===== src/rtl/i2c_target_port.sv =====
`timescale 1ns/1ps
module i2c_target_port #(
  parameter logic [3:0] TGT_MODE = 4'b0110,
  parameter int         SEL_W    = 3
) (
  input  logic             clk,
  input  logic             rst_n,
  input  logic             scl_i,
  input  logic             sda_i,
  output logic             scl_hold,
  output logic             sda_pull,
  input  logic [SEL_W-1:0] reg_sel,
  input  logic             wr_en,
  input  logic             rd_en,
  input  logic [7:0]       wr_data,
  output logic [7:0]       rd_data,
  output logic             irq
);
  typedef enum logic [2:0] {S_IDLE, S_RX, S_ACKW, S_ACKD, S_HOLD, S_TX, S_ACKIN} st_t;

  st_t        state;
  logic [2:0] scl_q, sda_q;
  logic [7:0] shreg, dbuf, own_addr;
  logic [3:0] cnt;
  logic       is_addr, got_nack;
  logic [1:0] st_hi;
  logic       st_da, st_stop, st_start, st_rd, st_full;
  logic       c_wcol, c_ovf, c_en, c_rel;
  logic [3:0] c_mode;
  logic       stretch_en, irq_en, irq_flag;

  always_ff @(posedge clk or negedge rst_n)
    if (!rst_n) begin
      scl_q <= 3'b111;
      sda_q <= 3'b111;
    end else begin
      scl_q <= {scl_q[1:0], scl_i};
      sda_q <= {sda_q[1:0], sda_i};
    end

  wire scl_now    = scl_q[1];
  wire scl_old    = scl_q[2];
  wire sda_now    = sda_q[1];
  wire sda_old    = sda_q[2];
  wire scl_rise   = scl_now & ~scl_old;
  wire scl_fall   = ~scl_now & scl_old;
  wire start_cond = scl_now & scl_old & sda_old & ~sda_now;
  wire stop_cond  = scl_now & scl_old & ~sda_old & sda_now;
  wire active     = c_en && (c_mode == TGT_MODE);
  wire [7:0] rx_next = {shreg[6:0], sda_now};
  wire addr_hit   = rx_next[7:1] == own_addr[7:1];

  always_ff @(posedge clk or negedge rst_n)
    if (!rst_n) begin
      state <= S_IDLE;
      shreg <= '0; dbuf <= '0; own_addr <= '0; cnt <= '0;
      is_addr <= 1'b0; got_nack <= 1'b0;
      st_hi <= '0; st_da <= 1'b0; st_stop <= 1'b0; st_start <= 1'b0;
      st_rd <= 1'b0; st_full <= 1'b0;
      c_wcol <= 1'b0; c_ovf <= 1'b0; c_en <= 1'b0; c_rel <= 1'b0; c_mode <= '0;
      stretch_en <= 1'b0; irq_en <= 1'b0; irq_flag <= 1'b0;
    end else begin
      if (wr_en)
        case (reg_sel)
          3'd0: st_hi <= wr_data[7:6];
          3'd1: {c_wcol, c_ovf, c_en, c_rel, c_mode} <= wr_data;
          3'd2: begin
            stretch_en <= wr_data[0];
            irq_en     <= wr_data[1];
            if (!wr_data[2]) irq_flag <= 1'b0;
          end
          3'd3:
            if (state == S_TX) c_wcol <= 1'b1;
            else begin
              dbuf <= wr_data;
              if (st_rd) st_full <= 1'b1;
            end
          3'd4: own_addr <= wr_data;
          default: ;
        endcase
      if (rd_en && reg_sel == 3'd3) st_full <= 1'b0;

      if (!active) state <= S_IDLE;
      else if (start_cond) begin
        state <= S_RX; cnt <= '0; is_addr <= 1'b1;
        st_start <= 1'b1; st_stop <= 1'b0;
      end else if (stop_cond) begin
        state <= S_IDLE; st_stop <= 1'b1; st_start <= 1'b0;
      end else
        case (state)
          S_RX:
            if (scl_rise) begin
              shreg <= rx_next;
              cnt   <= cnt + 4'd1;
              if (cnt == 4'd7) begin
                if (is_addr && !addr_hit) state <= S_IDLE;
                else begin
                  state <= S_ACKW;
                  st_da <= !is_addr;
                  if (is_addr) st_rd <= rx_next[0];
                  if (st_full) c_ovf <= 1'b1;
                  else dbuf <= rx_next;
                  st_full  <= 1'b1;
                  irq_flag <= 1'b1;
                end
              end
            end
          S_ACKW: if (scl_fall) state <= S_ACKD;
          S_ACKD:
            if (scl_fall) begin
              if ((is_addr && st_rd) || stretch_en) begin
                c_rel <= 1'b0;
                state <= S_HOLD;
              end else begin
                cnt <= '0; is_addr <= 1'b0; state <= S_RX;
              end
            end
          S_HOLD:
            if (c_rel) begin
              cnt <= '0; is_addr <= 1'b0;
              if (st_rd) begin
                state <= S_TX; shreg <= dbuf; st_full <= 1'b0;
              end else state <= S_RX;
            end
          S_TX: begin
            if (scl_rise) cnt <= cnt + 4'd1;
            if (scl_fall) begin
              if (cnt == 4'd8) state <= S_ACKIN;
              else shreg <= {shreg[6:0], 1'b0};
            end
          end
          S_ACKIN: begin
            if (scl_rise) got_nack <= sda_now;
            if (scl_fall) begin
              if (got_nack) state <= S_IDLE;
              else begin
                st_da <= 1'b1; irq_flag <= 1'b1;
                if (stretch_en) begin
                  c_rel <= 1'b0; state <= S_HOLD;
                end else begin
                  state <= S_TX; shreg <= dbuf; st_full <= 1'b0; cnt <= '0;
                end
              end
            end
          end
          default: ;
        endcase
    end

  assign scl_hold = (state == S_HOLD);
  assign sda_pull = (state == S_ACKD) || (state == S_TX && !shreg[7]);
  assign irq      = irq_flag & irq_en;

  always_comb
    case (reg_sel)
      3'd0:    rd_data = {st_hi, st_da, st_stop, st_start, st_rd, 1'b0, st_full};
      3'd1:    rd_data = {c_wcol, c_ovf, c_en, c_rel, c_mode};
      3'd2:    rd_data = {5'b0, irq_flag, irq_en, stretch_en};
      3'd3:    rd_data = dbuf;
      3'd4:    rd_data = own_addr;
      default: rd_data = 8'h00;
    endcase


  idle_drive_chk: assert property (@(posedge clk) disable iff (!rst_n)
    !active |=> !scl_hold && !sda_pull);

  release_chk: assert property (@(posedge clk) disable iff (!rst_n)
    scl_hold && c_rel |=> !scl_hold);

  no_overflow_chk: assert property (@(posedge clk) disable iff (!rst_n)
    $rose(c_ovf) |-> $past(st_full) || $past(wr_en && reg_sel == 3'd1 && wr_data[6]));

  collision_chk: assert property (@(posedge clk) disable iff (!rst_n)
    $rose(c_wcol) |-> $past(state == S_TX) || $past(wr_en && reg_sel == 3'd1 && wr_data[7]));

  flag_clear_chk: assert property (@(posedge clk) disable iff (!rst_n)
    $fell(irq_flag) |-> $past(wr_en && reg_sel == 3'd2 && !wr_data[2]));

  cond_excl_chk: assert property (@(posedge clk) disable iff (!rst_n)
    !(st_start && st_stop));
endmodule


===== config.mk =====
export PLATFORM = sky130hd
export DESIGN_NAME = i2c_target_port
export DESIGN_NICKNAME = d
export VERILOG_FILES = /design/src/rtl/i2c_target_port.sv
export SDC_FILE = /design/constraint.sdc
export NUM_CORES = 1
export LEC_CHECK = 0
export CAP_MARGIN = 40
export CORE_ASPECT_RATIO = 0.7
export CORE_MARGIN = 3
export CORE_UTILIZATION = 45
export CTS_CLUSTER_DIAMETER = 60
export DETAILED_ROUTE_END_ITERATION = 16
export SETUP_SLACK_MARGIN = 0.5
export SLEW_MARGIN = 20
export SYNTH_ARGS = -nofsm -noshare
export SYNTH_HDL_FRONTEND = slang
export SYNTH_SLANG_ARGS = --single-unit
export TNS_END_PERCENT = 20

===== constraint.sdc =====
create_clock -name clk -period 4.55 [get_ports clk]
set_clock_uncertainty 0.1 [all_clocks]
set_input_delay 0.91 -clock clk [delete_from_list [all_inputs] [get_ports clk]]
set_output_delay 0.91 -clock clk [all_outputs]
set_load 0.02 [all_outputs]

==> results.toml <==
[pwr]
vdd_drop_max_mv = 0.207
clkPwrFrac_pct = 33.9
swShare_pct = 28.1
p_leak_nw = 1.62
p_per_area_mw_per_mm2 = 337
combPwrFrac_pct = 17.5
internal_power_mw = 0.940
power.switching_mw = 0.367
pwr-share-seq_pct = 48.6

[place]
gp_congestion = 0.907
port_buffers = 27
dp_hpwl_um = 6340
pre_cts_ws_ps = 485
placed_area_mm2 = 0.00368

[route]
vias = 2711
routed_wl_um = 8670
viasPerCell = 5.93
drt_first_pass_iters = 5
wl_per_cell_um = 19.0
drt_iter0_markers = 341
ant_nets = 0
drcViolationCount = 0

[floorplan]
start_util_pct = 47.6
die_w_um = 108
fp.dieH_um = 77.7
pin_count = 28
core_area_mm2 = 0.00694
fp-row-count = 25
dieArea_mm2 = 0.00843

[worst_setup_path]
cpMaxStageDelayCell = "clkdlybuf4s50_1"
required_ps = 3540
rrSetupSlack_ps = 1770
setup.worst_path.end_class = "output port"
path_cells = "clkdlybuf4s50_1, buf_4, and3b_1, nand2_1, o21ai_0, clkdlybuf4s50_1"
critPathMaxStageDelay_ps = 650
start_kind = "input port"
path_max_fanout = 14
cp_data_arrival_time_ps = 2840
timing.critical_path.mode_cell = "clkdlybuf4s50_1"
worstSetupPathType = "input port to output port"

[global_route]
grt_max_degree = 36
grt_usage_pct = 22.3
grt_pass1_wl_um = 14200
grt_pass1_vias = 2550
grt-ovfl-total = 0
antenna_found_initial = 0

[cts]
cts.sinks = 57
cts_hold_buf = 0
insertion_delay_ps = 340
cts_tree = "yes"
cts_inserted_buffers = 9
post-cts-setup-buffers = 0
h-tree-depth = 3
clock-root-buffer = "clkbuf_8"
cts.path.max_buffers = 2
clk_pin_slew_ps = 60

[synth]
ys_seq_area_share_pct = 43.3
synth_top_area_share_pct = 38.6
post-synth-top-area-cell = "dfrtp_1"
syn_inst = 328
synth_area_leaders = "dfrtp_1 (39%), mux2_2 (15%), dfstp_2 (4.8%)"
synth_most_common_cell = "dfrtp_1"
synth_edf_count = 0
async_flop_share_pct = 100
synth_ff_type = "dfrtp_1"
avgSynthCellArea_um2 = 10.1
ys_seq_elements = 57
synth_nets = 347
yosys-top-cells-count = "dfrtp_1 (51), mux2_2 (43), nand2_1 (42)"
synth_warnings = 0
syn_area_mm2 = 0.00331
synthDistinctLibCells = 53

[timing]
rsz0062_at_grt = "false"
holdWs_ps = 255
tns_ps = 0
slew_viol_final = 0
relSlewSlack_pct = 45.9
setup_slack_ps = 698
hold_viol_final = 0
fin_crit_ps = 3850
finalSetupViolations = 0
max_freq_mhz = 260
final.period_utilization_pct = 84.7
worstMarginPinSlew_ps = 812

[run_status]
status = "complete, no violations"

[layout]
syn_to_final_growth_pct = 17.1
drive_gt1_share_pct = 21.2
finalInstanceArea_mm2 = 0.00387
nets = 377
utilization_pct = 55.8
antenna_cells = 0

[job]
max_cap_violations = 0

[hold_path]
hold_class = "flip-flop to flip-flop"
[metal layers]
layer	GRT usage, %	part of all wire (%)	vias to the layer above
met5	0	0	-
met3	5.49	6.7	9
met4	5.30	0.84	0
met1	36.1	51	1323
li1	-	-	1269
met2	29.3	41	110
[path summary, 6_finish.rpt]
| kind | from | to | cells after the start |
|---|---|---|---|
| setup / recovery | reg_sel[2] | rd_data[4] | 6 |
| hold / removal | sda_q[0] | sda_q[1] | 0 |
| setup reg to reg | state[2] | shreg[7] | 4 |
| hold reg to reg | sda_q[0] | sda_q[1] | 0 |
| max in group asynchronous | rst_n | sda_q[1] | 2 |
| min in group asynchronous | rst_n | cnt[1] | 1 |
[power groups by stage]
stage,combinational [mW],clock (mW),sequential [mW]
CTS,0.230,0.454,0.635
floorplan,0.154,0,0.620
global route,0.251,0.479,0.645
detailed placement,0.228,0,0.643
finish,0.228,0.443,0.635
global placement,0.227,0,0.644
[placed cells by master (no fill, tap or decap), types with 2 or more instances in the layout]
cell type and instances:
o32a_1 2, o211ai_1 3, clkbuf_1 2, nand2_1 42, a211oi_1 3, buf_4 7, nor3b_1 4, a2bb2oi_1 2
clkbuf_8 12, and2_1 2, nand4b_1 4, nand4_1 4, xnor2_1 7, nor2b_1 7, nand2b_1 6, mux2_2 43
dfstp_2 6, and3b_1 6, clkdlybuf4s50_1 25, nor2_1 22, nand3b_1 4, ha_1 2, a221oi_1 2, inv_1 5
o31ai_1 3, nand3_1 7, mux2i_1 13, o21a_1 2, or3_1 2, o22ai_1 3, dfrtp_1 51, a31oi_1 5
o21ai_0 15, a21oi_1 15
[layout make-up]
class,instances,area [µm²]
Sequential cell,57,1430
Clock buffer,14,173
Tap cell,94,118
Inverter,5,18.8
Clock inverter,2,12.5
Fill cell,624,3070
Timing Repair Buffer,34,320
Multi-Input combinational cell,251,1800
[cell families (layout without fill, tap and decap cells)]
group,count (synthesis),count (layout),synth area share (%)
simple gates,118,118,18.9
buf+inv,20,55,2.35
xor+xnor,7,7,1.85
mux,56,56,18.6
flops,57,57,43.3
compound gates,68,68,14.3
fa+ha+maj,2,2,0.756
[critical path: cells and delay by family]
family                 cells  cell delay [ps]
and+or+nand+nor            2              510
AOI/OAI and AO/OA          1              110
buffers and inverters      3             1290
[state kept, by name, indices dropped and copies added, names as in the netlist, 2 cells and up]
register,flops
state,3
sda_q,3
cnt,4
dbuf,8
st_hi,2
own_addr,8
c_mode,4
shreg,8
scl_q,3
[through the flow]
stage | cells | power, mW
after floorplan | 328 | 0.774
after global placement | 440 | 0.871
after CTS | 457 | 1.32
after detailed placement | 441 | 0.871
final | 457 | 1.31
after global routing | 457 | 1.37
[what timing repair did]
action / 4_1_cts / 5_1_grt
resized for setup: 1 / 1
endpoints found under the setup margin: 1 / 1
endpoints found under the hold margin: 0 / 0
pin swaps: 0 / 0
Power figures use the tool's default switching activity.
